--- src/rtl/hm_pkg.sv ---
package hm_pkg;
  localparam int unsigned BYTE_W = 8;

  localparam int unsigned ST_READY = 7;
  localparam int unsigned ST_DAV   = 6;
  localparam int unsigned ST_ALARM = 5;
  localparam int unsigned ST_FAULT = 4;

  typedef logic [BYTE_W-1:0] byte_t;

  function automatic byte_t pack_status(input logic ready, input logic dav,
                                        input logic alarm, input logic fault);
    byte_t s;
    s = '0;
    s[ST_READY] = ready & ~fault;
    s[ST_DAV]   = dav & ~fault;
    s[ST_ALARM] = alarm & ~fault;
    s[ST_FAULT] = fault;
    return s;
  endfunction
endpackage

--- src/rtl/hm_cmd_slot.sv ---
module hm_cmd_slot
  import hm_pkg::*;
(
  input  logic  clk_i,
  input  logic  rst_ni,
  input  logic  flush_i,
  input  logic  load_i,
  input  byte_t wdata_i,
  input  logic  ack_i,
  output logic  valid_o,
  output byte_t data_o
);
  always_ff @(posedge clk_i or negedge rst_ni) begin
    if (!rst_ni) begin
      valid_o <= 1'b0;
      data_o  <= '0;
    end else if (flush_i) begin
      valid_o <= 1'b0;
    end else if (load_i) begin
      valid_o <= 1'b1;
      data_o  <= wdata_i;
    end else if (ack_i) begin
      valid_o <= 1'b0;
    end
  end
endmodule

--- src/rtl/hm_rsp_slot.sv ---
module hm_rsp_slot
  import hm_pkg::*;
(
  input  logic  clk_i,
  input  logic  rst_ni,
  input  logic  flush_i,
  input  logic  load_i,
  input  byte_t ldata_i,
  input  logic  consume_i,
  output logic  dav_o,
  output byte_t data_o
);
  always_ff @(posedge clk_i or negedge rst_ni) begin
    if (!rst_ni) begin
      dav_o  <= 1'b0;
      data_o <= '0;
    end else if (flush_i) begin
      dav_o  <= 1'b0;
      data_o <= '0;
    end else if (load_i) begin
      // load beats a concurrent host read
      dav_o  <= 1'b1;
      data_o <= ldata_i;
    end else if (consume_i) begin
      dav_o  <= 1'b0;
    end
  end
endmodule

--- src/rtl/hm_fault_timer.sv ---
module hm_fault_timer #(
  parameter int unsigned FAULT_CYCLES = 50_000_000
) (
  input  logic clk_i,
  input  logic rst_ni,
  input  logic restart_i,
  output logic busy_o
);
  localparam int unsigned CW = $clog2(FAULT_CYCLES + 1);
  localparam logic [CW-1:0] LOAD = CW'(FAULT_CYCLES);

  logic [CW-1:0] cnt_q;

  always_ff @(posedge clk_i or negedge rst_ni) begin
    if (!rst_ni)            cnt_q <= LOAD;
    else if (restart_i)     cnt_q <= LOAD;
    else if (cnt_q != '0)   cnt_q <= cnt_q - 1'b1;
  end

  assign busy_o = (cnt_q != '0);
endmodule

--- src/rtl/host_mailbox.sv ---
module host_mailbox
  import hm_pkg::*;
#(
  parameter int unsigned FAULT_CYCLES = 50_000_000
) (
  input  logic       clk_i,
  input  logic       rst_ni,
  input  logic       host_wr_i,
  input  logic       host_rd_i,
  input  logic       host_addr_i,
  input  logic [7:0] host_wdata_i,
  output logic [7:0] host_rdata_o,
  output logic       brd_rst_o,
  output logic       cmd_valid_o,
  output logic [7:0] cmd_data_o,
  input  logic       cmd_ack_i,
  input  logic       rsp_valid_i,
  input  logic [7:0] rsp_data_i,
  input  logic       alarm_i,
  input  logic       fault_i,
  output logic       fault_led_o
);
  logic  soft_rst, cmd_accept, data_read;
  logic  tmr_busy, fault, dav;
  byte_t rsp_q;
  byte_t status;

  assign fault      = tmr_busy | fault_i;
  assign soft_rst   = host_wr_i & host_addr_i;
  assign cmd_accept = host_wr_i & ~host_addr_i & ~cmd_valid_o & ~fault;
  assign data_read  = host_rd_i & ~host_addr_i;

  hm_cmd_slot u_cmd (
    .clk_i   (clk_i),
    .rst_ni  (rst_ni),
    .flush_i (soft_rst),
    .load_i  (cmd_accept),
    .wdata_i (host_wdata_i),
    .ack_i   (cmd_ack_i),
    .valid_o (cmd_valid_o),
    .data_o  (cmd_data_o)
  );

  hm_rsp_slot u_rsp (
    .clk_i     (clk_i),
    .rst_ni    (rst_ni),
    .flush_i   (soft_rst),
    .load_i    (rsp_valid_i),
    .ldata_i   (rsp_data_i),
    .consume_i (data_read),
    .dav_o     (dav),
    .data_o    (rsp_q)
  );

  hm_fault_timer #(.FAULT_CYCLES(FAULT_CYCLES)) u_tmr (
    .clk_i     (clk_i),
    .rst_ni    (rst_ni),
    .restart_i (soft_rst),
    .busy_o    (tmr_busy)
  );

  always_ff @(posedge clk_i or negedge rst_ni) begin
    if (!rst_ni) brd_rst_o <= 1'b0;
    else         brd_rst_o <= soft_rst;
  end

  assign status       = pack_status(~cmd_valid_o, dav, alarm_i, fault);
  assign host_rdata_o = host_addr_i ? status : rsp_q;
  assign fault_led_o  = fault;
endmodule

--- config.mk ---
export PLATFORM = sky130hd
export DESIGN_NAME = host_mailbox
export DESIGN_NICKNAME = d
export VERILOG_FILES = /design/src/rtl/hm_pkg.sv /design/src/rtl/hm_cmd_slot.sv /design/src/rtl/hm_rsp_slot.sv /design/src/rtl/hm_fault_timer.sv /design/src/rtl/host_mailbox.sv
export SDC_FILE = /design/constraint.sdc
export NUM_CORES = 1
export LEC_CHECK = 0
export ABC_AREA = 1
export BUFFER_PORTS_ARGS = -buffer_cell sky130_fd_sc_hd__clkbuf_2
export CORE_UTILIZATION = 53
export DETAILED_ROUTE_END_ITERATION = 7
export HOLD_SLACK_MARGIN = 0.15
export PLACE_DENSITY_LB_ADDON = 0.1
export SLEW_MARGIN = 15
export SYNTH_ARGS = -nofsm -noshare
export SYNTH_HDL_FRONTEND = slang
export SYNTH_SLANG_ARGS = --single-unit
--- constraint.sdc ---
create_clock -name clk_i -period 1.85 [get_ports clk_i]
set_input_delay 0.2775 -clock clk_i [delete_from_list [all_inputs] [get_ports clk_i]]
set_output_delay 0.2775 -clock clk_i [all_outputs]
set_load 0.05 [all_outputs]
# Word-level counts from Yosys, hierarchy flattened
# Index checks and enable logic that the tools add are counted.
[classes]
n_mux = 11
addsub = 1
reduce_logical = 6
bitwise_logic = 13
[ops]
columns = ["operator", "count"]
rows = [
  ["26-bit two-way mux", 2],
  ["26-bit nonzero test", 1],
  ["26-bit by 1-bit subtractor with 26-bit output, second input constant", 1],
  ["8-bit two-way mux", 3],
  ["1-bit AND", 8],
  ["1-bit two-way mux", 6],
  ["3-bit nonzero test", 2],
  ["1-bit NOT", 4],
  ["2-bit nonzero test", 2],
  ["2-bit AND reduction", 1],
  ["1-bit OR", 1],
]
[word_totals]
reg_bits = 45
word_cells = 37
input_bits = 25

# Logic depth before layout (Yosys ltp)
# Gate-level depths: netlist (run 1).
[depth]
depth_word = 6
ltp_mapped = 11
ltp_nobuf = 9

# Hierarchy
# Synthesis (run 1) repeated with hierarchy kept, for this count alone.
[hier_totals]
hier_cells = 368
area_unflattened_um2 = 2708.8
[by_module_without_submodules]
columns = ["mod", "area_per_inst_um2", "cells_per_inst", "seq_area_each_um2", "instances"]
rows = [
  ["hm_fault_timer", 1796.7, 258, 665.6, 1],
  ["hm_cmd_slot", 374.1, 39, 225.2, 1],
  ["hm_rsp_slot", 362.8, 40, 225.2, 1],
  ["host_mailbox", 175.2, 31, 25.0, 1],
]

# Least setup slack after synthesis (run 1)
# OpenSTA, ideal clock, no wires.
[synth_timing]
path_type = "reg-to-output"
from = "reg u_tmr.cnt_q[0]"
to = "out host_rdata_o[5]"
setup_slack_ns = -0.836
path_stages_with_launch = 10
path_buffers = 1
arrival_time_ns = 2.408
required_ns = 1.572
path_cell_list = "dfrtp_1 inv_1 ha_1 buf_2 nand2_4 nor2_8 nand2_2 nor2_2 nand2_1 o21ai_1"
[synth_via]
elab_chain_len = 5
[synth_lines]
columns = ["item", "line_no", "text"]
rows = [
  ["start, declared", "hm_fault_timer.sv:12", "logic [CW-1:0] cnt_q;"],
  ["start signal, assigned", "hm_fault_timer.sv:17", "else if (cnt_q != '0) cnt_q <= cnt_q - 1'b1;"],
  ["26-bit nonzero test", "hm_fault_timer.sv:20", "assign busy_o = (cnt_q != '0);"],
  ["1-bit OR", "host_mailbox.sv:28", "assign fault = tmr_busy | fault_i;"],
  ["named net fault_led_o", "host_mailbox.sv:21", "output logic fault_led_o"],
  ["1-bit NOT", "hm_pkg.sv:17", "s[ST_ALARM] = alarm & ~fault;"],
  ["1-bit AND", "hm_pkg.sv:17", ""],
  ["8-bit two-way mux", "host_mailbox.sv:68", "assign host_rdata_o = host_addr_i ? status : rsp_q;"],
  ["end, declared", "host_mailbox.sv:12", "output logic [7:0] host_rdata_o,"],
]
# The timed path passes the listed nets, and every way through them passes these cells.

# Worst setup path in the final report (run 1)
[layout_timing]
from = "reg u_tmr.cnt_q[0]"
to = "out host_rdata_o[7]"
[layout_via]
elab_chain_len = 5
[layout_lines]
columns = ["item", "line_no", "text"]
rows = [
  ["26-bit nonzero test", "hm_fault_timer.sv:20", ""],
  ["1-bit OR", "host_mailbox.sv:28", ""],
  ["1-bit NOT", "hm_pkg.sv:15", "s[ST_READY] = ready & ~fault;"],
  ["1-bit AND", "hm_pkg.sv:15", ""],
  ["8-bit two-way mux", "host_mailbox.sv:68", ""],
]
# Every way passes these cells.

==> summary.txt, run 1 <==
initial DRC count: 201
Critical-path top delay cell: dfrtp_1
VDD IR-drop max: 0.748 mV
Synth cell types: 29
CP Class: flip-flop to primary output
Skew-Pair Late Insertion Delay: 300 ps
crit path from: u_tmr.cnt_q[0]
critical path endpoint category: primary output
Die Span Y: 72.8 um
vias in the first global route: 2372
Max Slew Vio Count: 0
RSZ-0062 raised after global routing: yes
CP top delay family: simple AND/OR/NAND/NOR gates
fin crit share: 110%
CP required: 1570 ps
core box area: 0.00479 mm^2
CTS tree: done
R2R cell count: 10
slew at the pin closest to its max-slew limit: 541 ps
CTS max path bufs: 2
worst setup path endpoint: host_rdata_o[7]
total wire length: 6520 um
crit path time final: 2030 ps
Fin. Hold Viols: 0
Worst Skew: 5.41 ps
Syn Nets: 401
Max-slew headroom: 64.0%
Reg2Reg Capture Point: u_tmr.cnt_q[24]
worst min path class: primary input to flip-flop
failing checks: negative setup slack
placed inst area: 0.00320 mm^2
Buffers & Inverters on Critical Path: 2
fillers: 381
Design Power: 2.96 mW
Seq/Total Area, Yosys: 42.9%
Synth area leader: dfrtp_1
GRT overflow: 0
CP Launch Type: flip-flop
outcome: complete, but fails checks
DRC viols: 0
crit-path most repeated cell: nand2_4
CTS Root Cell: clkbuf_8
initial antenna violation count: 0
WP depth: 9
Max Fclk: 493 MHz
Finished Cell Area: 0.00345 mm^2
Worst R2R Start: u_tmr.cnt_q[0]
number of max-cap violations: 0
first-pass GRT wire length: 10700 um
worst setup margin: -178 ps
CTS Buf Count: 5
# IOs: 44
Avg Synthesized Cell Area: 7.09 um^2
final RePlAce weighted congestion: 0.901
CP Cell Sequence: inv_2 -> ha_4 -> nand2_4 -> nor2_8 -> nand2_4 -> nor2_4 -> nand4_1 -> nand2_2 -> buf_8
number of port buffers: 43
Die ar.: 0.00531 mm^2
P&R area growth vs syn: 29.6%
Tot GR Track Use: 26.4%
Mapped Area: 0.00266 mm^2
CP Max Fanout: 4
Pwr Density: 859 mW/mm^2
Leak: 1.91 nW
flops & latches, synth: 45
Yosys top cell area share: 31.0%
CTS Sinks: 45
n_diodes: 0
r2r setup slk: 160 ps
Gate Count Post-Synth: 375
Post-DP HPWL: 4930 um
Yosys warnings: 0
WP data arrival: 1750 ps
slowest stage delay, CP: 380 ps
via count: 2645
post-placement setup slack: -27.1 ps
Die W: 72.8 um
main area contributors after synthesis: dfrtp_1 (31%), nand2_1 (14%), dfstp_2 (12%)
Post-DRT Antenna Nets: 0
Initial Util: 55.6%
Rows: 25
Via density: 5.06
Wirelength per Cell: 12.5 um
H-tree lvl count: 2
largest net degree at the start of global routing: 26
Pre-antenna DRT Iters: 4
nets@finish: 481
Setup violations, final: 5
layout cell share with drive strength beyond 1: 30.7%
CTS clk-pin slew, worst paths: 90 ps
==> registers in the layout, indices dropped and copies added, names as in the netlist <==
signal / cells
u_cmd.valid_o: 1
u_rsp.data_o: 8
u_cmd.data_o: 8
u_rsp.dav_o: 1
u_tmr.cnt_q: 26
brd_rst_o: 1
==> Yosys cell counts <==
cell type  number
nand3_1        36
nand3_4         1
xnor2_1         2
o21ai_0        10
nor2_8          1
buf_2           2
buf_6           2
nor2_2          9
nand4_1        16
nand2_2         4
nand2_1        96
ha_1            1
clkbuf_1        4
nand2_4         2
dfstp_2        12
nor3_1          3
nor2_1         61
o21ai_1         4
nor2_4          4
dfrtp_1        33
nor3b_1         1
a21o_1          1
inv_1          57
a31oi_1         1
xor2_1          2
buf_1           2
a21oi_1         6
inv_2           1
or2_2           1
==> per-layer routing <==
metal  wire (um)  track usage [%]  share of wire [%]
met1        2910             35.9                 45
met2        3180             44.0                 49
met3         324             4.42                5.0
met4         107             6.75                1.6
met5           0                0                  0
==> tightest hold or removal path, delay by kind of cell <==
family / cells / cell delay (ps)
AOI/OAI and AO/OA: 1 / 60
buffers and inverters: 1 / 70
and+or+nand+nor: 1 / 60
==> kinds of logic after synthesis <==
family,share of synthesized area (%)
simple gates,40.8
compound gates,4.28
flops,42.9
xor+xnor,1.32
buf+inv,10.3
fa+ha+maj,0.470
==> placed cells by master, fill, tap and decap left out, drive strengths merged <==
master and count:
a21o 1, a21oi 6, a31oi 1, buf 42, clkbuf 45, clkinv 1
clkinvlp 1, dfrtp 33, dfstp 12, dlygate4sd3 1, ha 1, inv 59
nand2 102, nand3 37, nand4 16, nor2 75, nor3 3, nor3b 1
o21ai 14, or2 1, xnor2 2, xor2 2
==> report_power, final <==
| part | switching [mW] | internal [mW] |
|---|---|---|
| logic | 0.679 | 0.460 |
| registers | 0.0988 | 1.11 |
| clock network | 0.344 | 0.268 |
==> per-stage QoR <==
| step | hold WS, ps | instances | utilization [%] | setup TNS, ps |
|---|---|---|---|---|
| after floorplan | -18.1 | 375 | - | -124 |
| after global placement | 295 | 504 | 67.0 | 0 |
| after detailed placement | 288 | 504 | 67.0 | -50.2 |
| after CTS | 207 | 519 | 71.0 | -831 |
| after global routing | 205 | 523 | 72.1 | -1140 |
| final | 206 | 523 | 72.1 | -729 |
==> worst min-delay path by stage <==
stage / from / endpoint / slack [ps] / depth (start not counted)
floorplan: rst_ni / brd_rst_o / -20 / 0
global placement: rst_ni / u_tmr.cnt_q[18] / 290 / 1
detailed placement: rst_ni / u_tmr.cnt_q[18] / 290 / 1
CTS: cmd_ack_i / u_cmd.valid_o / 210 / 4
global route: rsp_data_i[6] / u_rsp.data_o[6] / 200 / 3
finish: rsp_data_i[5] / u_rsp.data_o[5] / 210 / 3
==> repair_timing <==
item | CTS | global route
pin swaps | 7 | 5
buffers inserted | 6 | 4
cloned | 0 | 0
gates resized for setup | 13 | 8
hold endpoints to repair | 13 | 0
hold buffers | 1 | 0
setup endpoints to repair | 5 | 9
==> area by class of cell <==
type / count / area, um^2 / share of cell area (%)
timing repair buffer: 83 / 572 / 16.6
clock inverter: 3 / 21.3 / 0.617
clock buffer: 5 / 68.8 / 2.00
tap: 67 / 83.8 / 2.43
inverter: 58 / 218 / 6.31
multi-input combinational: 262 / 1340 / 39.0
sequential: 45 / 1140 / 33.1
Power figures use the tool's default switching activity.
==> run 2, diff against run 1 <==
CELL_PAD_IN_SITES_DETAIL_PLACEMENT = 0   (was not set)
CELL_PAD_IN_SITES_GLOBAL_PLACEMENT = 1   (was not set)
CORE_ASPECT_RATIO = 1.5   (was not set)
CORE_UTILIZATION = 40   (was 53)
==> run 2 against run 1 <==
Final cell count rose by 4.0%. Highest routed layer unchanged. Critical endpoint is now host_rdata_o[4]. The run ends with design-rule violations, negative setup slack left. Combinational power barely moved. Sequential cell count did not move. Clock power rose by 8.6%. Via count fell by 1.7%. Critical path type unchanged. Core utilization fell by 17 points.
==> summary.txt, run 2 (synthesized netlist as in run 1, its figures left out) <==
initial antenna violation count: 0 (unchanged)
GRT overflow: 0 (unchanged)
first-pass GRT wire length: 11900 um (was 10700 um)
clock power share: 21.9% (was 20.7%)
P&R area growth vs syn: 33.5% (was 29.6%)
Rows: 36 (was 25)
H-tree lvl count: 2 (unchanged)
initial DRC count: 98 (was 201)
RSZ-0062 raised after global routing: yes (unchanged)
Pwr Density: 857 mW/mm^2 (was 859 mW/mm^2)
Top Registers: u_tmr.cnt_q: 26 flops, u_cmd.data_o: 8 flops, u_rsp.data_o: 8 flops (unchanged)
Via density: 4.78 (was 5.06)
Tot GR Track Use: 23.7% (was 26.4%)
vias in the first global route: 2499 (was 2372)
via count: 2599 (was 2645)
CP Launch Type: flip-flop (unchanged)
Die W: 68.6 um (was 72.8 um)
Largest register FFs: 26 (unchanged)
Leak: 1.96 nW (was 1.91 nW)
worst setup path endpoint: host_rdata_o[4] (was host_rdata_o[7])
Worst R2R Start: u_tmr.cnt_q[2] (was u_tmr.cnt_q[0])
final RePlAce weighted congestion: 0.823 (was 0.901)
CTS Root Cell: clkbuf_8 (unchanged)
CTS Buf Count: 5 (unchanged)
CP Class: flip-flop to primary output (unchanged)
switching part of the total: 37.4% (was 37.9%)
Combinational Power Share: 38.4% (about the same)
DRC viols: 1 (was 0)
Internal: 1.90 mW (was 1.84 mW)
worst hold stages: 3 (unchanged)
number of max-cap violations: 0 (unchanged)
fin crit share: 111% (was 110%)
Max Fclk: 489 MHz (was 493 MHz)
CP required: 1570 ps (about the same)
number of port buffers: 43 (unchanged)
Worst Skew: 13.2 ps (was 5.41 ps)
Post-DRT Antenna Nets: 0 (unchanged)
largest net degree at the start of global routing: 46 (was 26)
nets@finish: 493 (was 481)
WP data arrival: 1770 ps (was 1750 ps)
Initial Util: 41.3% (was 55.6%)
slew at the pin closest to its max-slew limit: 596 ps (was 541 ps)
n_diodes: 0 (unchanged)
Critical-path top delay cell: dfrtp_1 (unchanged)
Pre-antenna DRT Iters: 6 (was 4)
worst setup margin: -197 ps (was -178 ps)
layout cell share with drive strength beyond 1: 32.5% (was 30.7%)
Post-DP HPWL: 5640 um (was 4930 um)
Design Power: 3.04 mW (was 2.96 mW)
Die ar.: 0.00699 mm^2 (was 0.00531 mm^2)
Max-slew headroom: 60.3% (was 64.0%)
r2r setup slk: 180 ps (was 160 ps)
CP Max Fanout: 4 (unchanged)
CTS max path bufs: 2 (unchanged)
most frequent cells in the layout: nand2_1 (90), nor2_1 (58), inv_1 (55) (unchanged)
crit path time final: 2050 ps (was 2030 ps)
commonest non-fill, non-tap cell in the layout: nand2_1 (unchanged)
Die Span Y: 102 um (was 72.8 um)
critical path endpoint category: primary output (unchanged)
failing checks: design-rule violations, negative setup slack (was negative setup slack)
utilization after layout: 55.1% (was 72.1%)
Switch Pwr: 1.14 mW (was 1.12 mW)
Reg2Reg Capture Point: u_tmr.cnt_q[1] (was u_tmr.cnt_q[24])
CP Cell Sequence: nor2_4 -> nand2_4 -> nor2_8 -> nand2_4 -> nor2_4 -> buf_4 -> a31oi_4 -> buf_8 (was inv_2 -> ha_4 -> nand2_4 -> nor2_8 -> nand2_4 -> nor2_4 -> nand4_1 -> nand2_2 -> buf_8)
Fin. Hold Viols: 0 (unchanged)
VDD IR-drop max: 0.457 mV (was 0.748 mV)
outcome: complete, but fails checks (unchanged)
core box area: 0.00644 mm^2 (was 0.00479 mm^2)
worst min path class: primary input to flip-flop (unchanged)
slowest stage delay, CP: 440 ps (was 380 ps)
Max Slew Vio Count: 0 (unchanged)
crit path from: u_tmr.cnt_q[2] (was u_tmr.cnt_q[0])
largest register by flop count: u_tmr.cnt_q (unchanged)
Skew-Pair Late Insertion Delay: 310 ps (was 300 ps)
# IOs: 44 (unchanged)
total wire length: 7370 um (was 6520 um)
WHS: 198 ps (was 206 ps)
post-placement setup slack: -3.71 ps (was -27.1 ps)
R2R cell count: 10 (unchanged)
CTS clk-pin slew, worst paths: 90 ps (about the same)
Setup violations, final: 5 (unchanged)
Wirelength per Cell: 13.5 um (was 12.5 um)
CTS Sinks: 45 (unchanged)
CTS tree: done (unchanged)
sequential fraction of design power: 39.7% (was 40.9%)
run 2: cell types whose count changed in the layout (fill, tap and decap cells not counted), sizes merged:
cell	change
inv	-1
clkbuf	-1
buf	+14
clkinv	+1
clkinvlp	-1
run 2: final cells by class:
cell class                 instances  area [um^2]
inverter                          58          218
tap                               76         95.1
multi-input combinational        262         1340
clock inverter                     2         13.8
clock buffer                       6         82.6
fill                             650         2890
timing repair buffer              95          658
sequential                        45         1140
run 2: per-stage QoR:
step / TNS, ps / instances / cell area (um^2)
final: -923 / 544 / 3550
after global routing: -1290 / 544 / 3550
after CTS: -1070 / 536 / 3450
after detailed placement: -3.71 / 524 / 3290
after global placement: 0 / 524 / 3290
after floorplan: -124 / 375 / 2740
run 2: worst min path at each step:
stage | startpoint | to | slack [ps]
detailed placement | rst_ni | u_tmr.cnt_q[3] | 410
global route | host_wdata_i[5] | u_cmd.data_o[5] | 200
CTS | cmd_ack_i | u_cmd.valid_o | 190
finish | host_wdata_i[6] | u_cmd.data_o[6] | 200
floorplan | rst_ni | brd_rst_o | -20
global placement | rst_ni | u_tmr.cnt_q[3] | 410
run 2: layer usage:
layer / wire length [um] / track usage (%) / share of wire [%] / vias up
met5: 0 / 0 / 0 / -
met4: 184 / 9.46 / 2.5 / 0
met3: 247 / 3.46 / 3.4 / 12
met2: 4010 / 42.8 / 54 / 54
met1: 2920 / 26.9 / 40 / 1194
li1: - / - / - / 1339
run 2: power groups by stage:
stage          combinational [mW]  clock, mW  sequential, mW
2_1_floorplan               0.675          0            1.23
3_3_place_gp                 1.08          0            1.22
3_5_place_dp                 1.08          0            1.23
4_1_cts                      1.13      0.684            1.21
5_1_grt                      1.30      0.722            1.22
6_report                     1.17      0.666            1.21
run 2: worst max-delay path, delay by kind of cell, from the launching register on:
kind                   cells  cell delay, ps
AOI/OAI and AO/OA          1              70
buffers and inverters      2             320
DFF                        1             440
and+or+nand+nor            5             620
run 2: what timing repair did:
action / 4_1_cts / 5_1_grt
setup endpoints to repair: 5 / 5
buffers inserted: 3 / 8
resized for setup: 9 / 15
hold endpoints to repair: 33 / 0
gates cloned: 0 / 0
hold buffers: 1 / 0
pin swaps: 8 / 5
